--- src/rtl/dsp_ser_pkg.sv ---
package dsp_ser_pkg;
   localparam int MIN_DW = 32;

   // word length in bits for each select code
   function automatic int wl_bits(input int sel);
      case (sel)
         0:       return 16;
         1:       return 20;
         2:       return 24;
         default: return 32;
      endcase
   endfunction
endpackage

--- src/rtl/dsp_ser_edge.sv ---
module dsp_ser_edge (
   input  logic clk,
   input  logic rst_n,
   input  logic bclk,
   input  logic lrc,
   output logic fall,
   output logic start
);
   logic bclk_d;
   logic lrc_at_fall;

   assign fall  = bclk_d & ~bclk;
   assign start = fall & lrc & ~lrc_at_fall;

   always_ff @(posedge clk) begin
      if (!rst_n) begin
         bclk_d      <= 1'b1;
         lrc_at_fall <= 1'b0;
      end else begin
         bclk_d <= bclk;
         if (fall) lrc_at_fall <= lrc;
      end
   end
endmodule

--- src/rtl/dsp_ser_hold.sv ---
module dsp_ser_hold #(
   parameter int DW = 32
) (
   input  logic          clk,
   input  logic          rst_n,
   input  logic          ld_stb,
   input  logic [DW-1:0] ld_left,
   input  logic [DW-1:0] ld_right,
   input  logic          start,
   output logic [DW-1:0] hold_l,
   output logic [DW-1:0] hold_r,
   output logic          underrun
);
   logic fresh;

   always_ff @(posedge clk) begin
      if (!rst_n) begin
         hold_l   <= '0;
         hold_r   <= '0;
         fresh    <= 1'b0;
         underrun <= 1'b0;
      end else begin
         if (start && !fresh) underrun <= 1'b1;
         if (ld_stb) begin
            hold_l <= ld_left;
            hold_r <= ld_right;
            fresh  <= 1'b1;
         end else if (start) begin
            fresh  <= 1'b0;
         end
      end
   end

   AST_UNDERRUN_STICKY: assert property (@(posedge clk) disable iff (!rst_n)
      underrun |=> underrun);
   AST_STALE_FLAGS: assert property (@(posedge clk) disable iff (!rst_n)
      (start && !fresh) |=> underrun);
endmodule

--- src/rtl/dsp_ser_shift.sv ---
module dsp_ser_shift #(
   parameter int DW = 32,
   parameter int CW = $clog2(DW + 1)
) (
   input  logic          clk,
   input  logic          rst_n,
   input  logic          fall,
   input  logic          start,
   input  logic [DW-1:0] new_l,
   input  logic [DW-1:0] new_r,
   input  logic [CW-1:0] wlen,
   output logic          sdo
);
   logic [DW-1:0] sh_l;
   logic [DW-1:0] sh_r;
   logic [CW-1:0] rem_l;
   logic [CW-1:0] rem_r;

   always_ff @(posedge clk) begin
      if (!rst_n) begin
         sh_l  <= '0;
         sh_r  <= '0;
         rem_l <= '0;
         rem_r <= '0;
         sdo   <= 1'b0;
      end else if (start) begin
         sdo   <= new_l[DW-1];
         sh_l  <= new_l << 1;
         sh_r  <= new_r;
         rem_l <= wlen - CW'(1);
         rem_r <= wlen;
      end else if (fall) begin
         if (rem_l != '0) begin
            sdo   <= sh_l[DW-1];
            sh_l  <= sh_l << 1;
            rem_l <= rem_l - CW'(1);
         end else if (rem_r != '0) begin
            sdo   <= sh_r[DW-1];
            sh_r  <= sh_r << 1;
            rem_r <= rem_r - CW'(1);
         end else begin
            sdo   <= 1'b0;
         end
      end
   end

   AST_ONLY_ON_FALL: assert property (@(posedge clk) disable iff (!rst_n)
      !fall |=> $stable(sdo));
   AST_IDLE_LOW: assert property (@(posedge clk) disable iff (!rst_n)
      (fall && !start && rem_l == '0 && rem_r == '0) |=> !sdo);
   AST_NO_GAP: assert property (@(posedge clk) disable iff (!rst_n)
      (fall && !start && rem_l == '0 && rem_r != '0) |=> (rem_r == $past(rem_r) - CW'(1)));
endmodule

--- src/rtl/dsp_late_serializer.sv ---
module dsp_late_serializer #(
   parameter int DW = 32
) (
   input  logic          clk,
   input  logic          rst_n,
   input  logic          bclk,
   input  logic          lrc,
   input  logic          ld_stb,
   input  logic [DW-1:0] ld_left,
   input  logic [DW-1:0] ld_right,
   input  logic [1:0]    wl_sel,
   output logic          sdo,
   output logic          underrun
);
   import dsp_ser_pkg::*;

   localparam int CW = $clog2(DW + 1);
   localparam int NSEL = 4;

   generate
      if (DW < MIN_DW) begin : g_bad_dw
         $error("DW must be at least 32");
      end
   endgenerate

   logic          fall;
   logic          start;
   logic [DW-1:0] hold_l;
   logic [DW-1:0] hold_r;
   logic [CW-1:0] wl_opt [NSEL];
   logic [CW-1:0] wlen;

   for (genvar g = 0; g < NSEL; g++) begin : g_wl
      assign wl_opt[g] = CW'(wl_bits(g));
   end
   assign wlen = wl_opt[wl_sel];

   dsp_ser_edge i_edge (
      .clk   (clk),
      .rst_n (rst_n),
      .bclk  (bclk),
      .lrc   (lrc),
      .fall  (fall),
      .start (start)
   );

   dsp_ser_hold #(.DW(DW)) i_hold (
      .clk      (clk),
      .rst_n    (rst_n),
      .ld_stb   (ld_stb),
      .ld_left  (ld_left),
      .ld_right (ld_right),
      .start    (start),
      .hold_l   (hold_l),
      .hold_r   (hold_r),
      .underrun (underrun)
   );

   dsp_ser_shift #(.DW(DW), .CW(CW)) i_shift (
      .clk   (clk),
      .rst_n (rst_n),
      .fall  (fall),
      .start (start),
      .new_l (hold_l),
      .new_r (hold_r),
      .wlen  (wlen),
      .sdo   (sdo)
   );

   AST_START_MSB: assert property (@(posedge clk) disable iff (!rst_n)
      start |=> (sdo == $past(hold_l[DW-1])));
endmodule

--- config.mk ---
export PLATFORM = sky130hd
export DESIGN_NAME = dsp_late_serializer
export DESIGN_NICKNAME = d
export VERILOG_FILES = /design/src/rtl/dsp_ser_pkg.sv /design/src/rtl/dsp_ser_edge.sv /design/src/rtl/dsp_ser_hold.sv /design/src/rtl/dsp_ser_shift.sv /design/src/rtl/dsp_late_serializer.sv
export SDC_FILE = /design/constraint.sdc
export NUM_CORES = 1
export LEC_CHECK = 0
export BUFFER_PORTS_ARGS = -buffer_cell sky130_fd_sc_hd__buf_2
export CORE_ASPECT_RATIO = 2
export CORE_MARGIN = 1.5
export CORE_UTILIZATION = 55
export CTS_BUF_LIST = sky130_fd_sc_hd__clkbuf_4 sky130_fd_sc_hd__clkbuf_8
export DETAILED_ROUTE_END_ITERATION = 12
export GPL_ROUTABILITY_DRIVEN = 0
export PLACE_DENSITY = 0.77
export SYNTH_ARGS = -nofsm -noshare
export SYNTH_HDL_FRONTEND = slang
export SYNTH_SLANG_ARGS = --single-unit
--- constraint.sdc ---
create_clock -name clk -period 2.9 [get_ports clk]
set_input_delay 0.145 -clock clk [delete_from_list [all_inputs] [get_ports clk]]
set_output_delay 0.145 -clock clk [all_outputs]
set_load 0.02 [all_outputs]
* After elaboration in Yosys (flattened, before gate mapping) *
Cells that the tools add are included.

storage, ports and cells
  register bits = 144
  output and inout bits = 2
  logic and storage cells = 55
  bits of input ports = 71

operators by class
  magnitude comparators = 1
  eq/ne operators = 1
  $add $sub $neg = 3
  multiplexer cells = 23
  reductions and logical operators = 10
  bitwise operators = 6

operator list
  cell                                                                 count
  32-bit 2-to-1 mux                                                    7
  6-bit 2-to-1 mux                                                     9
  6-bit by 1-bit subtractor with 6-bit output (second input constant)  3
  6-bit binary-select mux with 2-bit select                            1
  6-bit nonzero test                                                   2
  2-bit nonzero test                                                   4
  1-bit 2-to-1 mux                                                     6
  1-bit bitwise AND                                                    3
  3-bit greater-or-equal comparator (second input constant)            1
  2-bit NOT with 3-bit output                                          1
  3-bit AND reduction                                                  1
  2-bit != test (second input constant)                                1
  1-bit NOT                                                            2
  2-bit AND reduction                                                  1
  1-bit logical AND                                                    1
  1-bit logical NOT                                                    1

* Logic depth before layout (Yosys ltp) *
  word-level depth = 6
  depth in mapped cells = 10
  gate-level depth less buffers = 7

* Hierarchy *
From an unflattened synthesis, not the netlist that was laid out.

unflattened totals
  cells, all modules = 640
  area, all modules = 6148.4 sq um

by module, submodules not included
  module               cells an instance  area each (sq um)  instances
  dsp_ser_shift        415                3497.1             1
  dsp_ser_hold         212                2534.9             1
  dsp_ser_edge         8                  86.3               1
  dsp_late_serializer  5                  30.0               1

* Worst setup path after synthesis *
No wires, ideal clock.

  kind = register to register
  start point = register i_edge.lrc_at_fall
  end point = register i_shift.rem_l[4]
  stages on the path, launching flop included = 11
  slack = 0.544 ns
  data arrival time = 2.280 ns
  cells stage by stage = dfxtp_1 -> nand4bb_1 -> clkbuf_1 -> clkbuf_1 -> clkbuf_1 -> nand2_1 -> ha_1 -> or3b_2 -> a21oi_1 -> o31a_1 -> a21boi_0

between the ends
  cells in the longest elaborated chain, start to end = 4
  elaborated cells on any way between the ends = 6
  those cells by class = mux (1); bitwise (2); reduce/logical (3)

ends and longest elaborated chain
  item                                  line                 RTL
  start: declaration                    dsp_ser_edge.sv:10   logic lrc_at_fall;
  start signal: assignment              dsp_ser_edge.sv:21   if (fall) lrc_at_fall <= lrc;
  1-bit NOT *                           dsp_ser_edge.sv:13   assign start = fall & lrc & ~lrc_at_fall;
  1-bit bitwise AND *                   dsp_ser_edge.sv:13
  2-bit nonzero test (no source line)   n/a
  2-bit AND reduction (no source line)  n/a
  end signal: assignment                dsp_ser_shift.sv:30  rem_l <= wlen - CW'(1);
  end signal: assignment                dsp_ser_shift.sv:36  rem_l <= rem_l - CW'(1);
  end: declaration                      dsp_ser_shift.sv:16  logic [CW-1:0] rem_l;

Mark *: on every way between the ends. The rest lies on a longest branch, timed or not.
A chain may end at the register's enable or synchronous reset.

* Worst setup path in the final report *
  start point = register i_edge.lrc_at_fall
  end point = register i_shift.rem_r[5]

between the ends
  cells in the longest elaborated chain, start to end = 4
  elaborated cells on any way between the ends = 7
  those cells by class = eq/ne (1); mux (1); bitwise (2); reduce/logical (3)

ends and longest elaborated chain
  item                                                                  line                 RTL
  1-bit NOT *                                                           dsp_ser_edge.sv:13
  1-bit bitwise AND *                                                   dsp_ser_edge.sv:13
  2-bit != test (no source line) or 2-bit nonzero test (tied branches)  n/a
  3-bit AND reduction (no source line)                                  n/a
  end signal: assignment                                                dsp_ser_shift.sv:31  rem_r <= wlen;
  end signal: assignment                                                dsp_ser_shift.sv:40  rem_r <= rem_r - CW'(1);
  end: declaration                                                      dsp_ser_shift.sv:17  logic [CW-1:0] rem_r;

Marks and branches as above.

==> flow_summary.ini <==
[clocking]
cts.root.buffer_cell = clkbuf_8
cts_buffers = 17
max-clock-path-buffers = 2
clk_pin_slew_ns = 0.07
cts_hold_buf = 62
cts_setup_buffers = 0
insertion_delay_ns = 0.45
tritoncts = built
cts_num_sinks = 144
ctsResizeCount = 0
htreeDepth = 4

[global_route]
grt_usage = 0.2360
grt_pass1_vias = 5289
overflow = 0
grt_max_degree = 111
grt_pass1_wl_mm = 22.89
antenna_found_initial = 0

[worst_setup_path]
worstPathMaxFanout = 110
crit_path_start_kind = flop
cp_data_required_time_ns = 3.28
cp.arrival_ns = 2.56
critPathTopFamily = simple AND/OR/NAND/NOR gates
cp-end-kind = flop
path_cells = nand4bb_4 -> buf_4 -> nand3b_1 -> or4_1 -> nand3_1
cp_slowest_cell = buf_4
critPathMaxStageDelay_ns = 0.73
critPathBufInv = 1
path_class = flop to flop

[min_path]
hold_path_class = primary input to flop

[drt]
drt_iter0_drc = 283
final_antenna_net_count = 0
drcViolationCount = 0
via_per_inst = 5.659
wire_per_inst_um = 14.54
vias = 5319
drtPass1Iterations = 5
drt_wl_total_mm = 13.67

[power_and_ir_drop]
p_seq_frac = 0.492
leakagePower_nw = 3.288
peakVddDrop_mv = 0.3781
p_int_mw = 3.257
pwr-share-clk = 0.325
power.switching_mw = 1.316
switching_share = 0.2879
power.share.combinational = 0.183
power.density_nw_per_um2 = 599.3

[synthesis]
synth_top_family_by_area = simple AND/OR/NAND/NOR gates
yosysWarningCount = 0
synth_area_leaders = dfxtp_1, mux2i_1, nor2b_1
synth_compound_area_frac = 0.1781
muxShareOfSynthArea = 0.1049
synthAdderAreaFrac = 0.006051
synth_nets = 761
synthCells = 687
ys.flop_type = dfxtp_1
yosysTopAreaCellShare = 0.4647
yosys.area.top_type = dfxtp_1
synth_enable_flop_cells = 0
async_flop_share = 0
seq_area_frac_synth = 0.4647
synth_seq_cells = 144
synthesis.area_um2 = 6203
synth.avg_cell_area_um2 = 9.030
synth-simple-area-share = 0.2019
synth_cell_types = 46
synthXorXnorAreaFrac = 0.001412

[placed_design]
io_buffers = 72
hpwlAfterDp_mm = 8.487
place_area_um2 = 6630

[cells_and_area]
multi_input_area_um2 = 3113
fin_nets = 862
areaGrowthSynthToFinish_pct = 23.01
post-route-util = 0.6972
drive_gt1_frac = 0.1525
antennaDiodeCount = 0
fill_cells = 899
final_cell_area_um2 = 7631
seq_area_um2 = 2883

[floorplanning]
dieArea_um2 = 11960
io_pins = 73
start_util = 0.5668
die_h_um = 153.2
die_w_um = 78.10
num_rows = 54
core_um2 = 10950

[outcome]
status = completed

[timing]
fmax_mhz = 459.5
slew_viol_final = 0
setup_viol = 0
relSlewSlack = 0.2862
setup-tns-final_ns = 0
finClkSkew_ns = 0.01199
min_period_over_period = 0.7504
final-hold-violation-count = 0
worstMarginPinSlew_ns = 1.071
layout_min_cycle_time_ns = 2.176
grt_setup_unrepaired = false

[flow_run]
cap_violations = 0
[registers in the layout, indices dropped and copies added, names as in the netlist]
name / count
i_edge.bclk_d: 1
i_edge.lrc_at_fall: 1
i_hold.fresh: 1
i_hold.hold_l: 32
i_hold.hold_r: 32
i_hold.underrun: 1
i_shift.rem_l: 6
i_shift.rem_r: 6
i_shift.sdo: 1
i_shift.sh_l: 31
i_shift.sh_r: 32
[metrics by stage]
stage          power [mW]  hold slack [ns]  std cells  worst slack [ns]
6_report            4.573          0.01546        940            0.7239
3_3_place_gp        3.014           0.4015        846            0.9029
3_5_place_dp        3.060           0.4129        846            0.8095
2_1_floorplan       2.842           0.2465        687            0.5441
5_1_grt             4.795         0.002048        940            0.5928
4_1_cts             4.586        0.0008405        939            0.7810
[worst register-to-register path, stage by stage, from the launching register on]
cell and delay, ns:
dfxtp_1 0.44, nand4bb_4 0.20, buf_4 0.73, nand3b_1 0.25, or4_1 0.44, nand3_1 0.08
[layout by cell type (no fill, tap or decap), drive strengths merged, types with 2 or more instances in the layout]
master,count
dfxtp,144
buf,82
nand2,72
o21ai,72
nor2b,69
nand3,67
mux2i,65
dlygate4sd3,63
a31oi,34
o211a,30
clkbuf,21
a21oi,9
a21boi,6
inv,5
nor2,5
nor3,5
clkinvlp,5
clkinv,4
nand2b,3
or4,3
o211ai,3
ha,3
or3,2
or3b,2
o2111ai,2
nor4,2
o311ai,2
[synthesized netlist by cell type, types with 6 or more instances]
cell type and count:
dfxtp_1 144, nand2_1 72, o21ai_0 72, nor2b_1 69, nand3_1 67, mux2i_1 65, clkbuf_1 45, a31oi_1 34
o211a_1 30, a21oi_1 9, buf_1 9, buf_2 9, a21boi_0 6
[area by class of cell]
cell class / instances / area share
inverter: 5 / 0.002459
multi-input combinational: 475 / 0.4079
clock buffer: 21 / 0.03706
tap: 140 / 0.02295
sequential: 144 / 0.3778
timing repair buffer: 145 / 0.1404
clock inverter: 10 / 0.01148
[cell families after synthesis]
family                     Yosys count
AOI/OAI and AO/OA                  167
adders and majority gates            3
DFF                                144
buffers and inverters               68
xor gates and xnor gates             1
muxes                               65
and+or+nand+nor                    239
[power by group through the flow]
stage | clock network [mW] | registers, mW | logic, mW
after detailed placement | 0 | 2.29 | 0.766
after CTS | 1.50 | 2.25 | 0.831
final | 1.48 | 2.25 | 0.838
after global routing | 1.60 | 2.27 | 0.929
after global placement | 0 | 2.28 | 0.729
after floorplan | 0 | 2.26 | 0.581
[path summary, 6_finish.rpt]
check                                                     start                        endpoint  depth (start not counted)  slack [ns]
worst max-delay path            i_edge.lrc_at_fall$_SDFFE_PN0N_   i_shift.rem_r[5]$_SDFFE_PN0P_                          5        0.72
worst min-delay path                                ld_left[31]  i_hold.hold_l[31]$_SDFFE_PN0P_                          3        0.02
worst max register to register  i_edge.lrc_at_fall$_SDFFE_PN0N_   i_shift.rem_r[5]$_SDFFE_PN0P_                          5        0.72
worst min register to register    i_shift.rem_l[5]$_SDFFE_PN0P_   i_shift.rem_l[5]$_SDFFE_PN0P_                          2        0.44
[per-layer routing]
metal / part of all wire / up-vias / GRT usage / routed length (um)
li1: - / 2642 / - / -
met3: 0.036 / 22 / 0.05731 / 491
met4: 0.016 / 0 / 0.09694 / 216
met5: 0 / - / 0 / 0
met1: 0.40 / 2526 / 0.2436 / 5511
met2: 0.55 / 129 / 0.4418 / 7453
(Power assumes the default switching activity.)
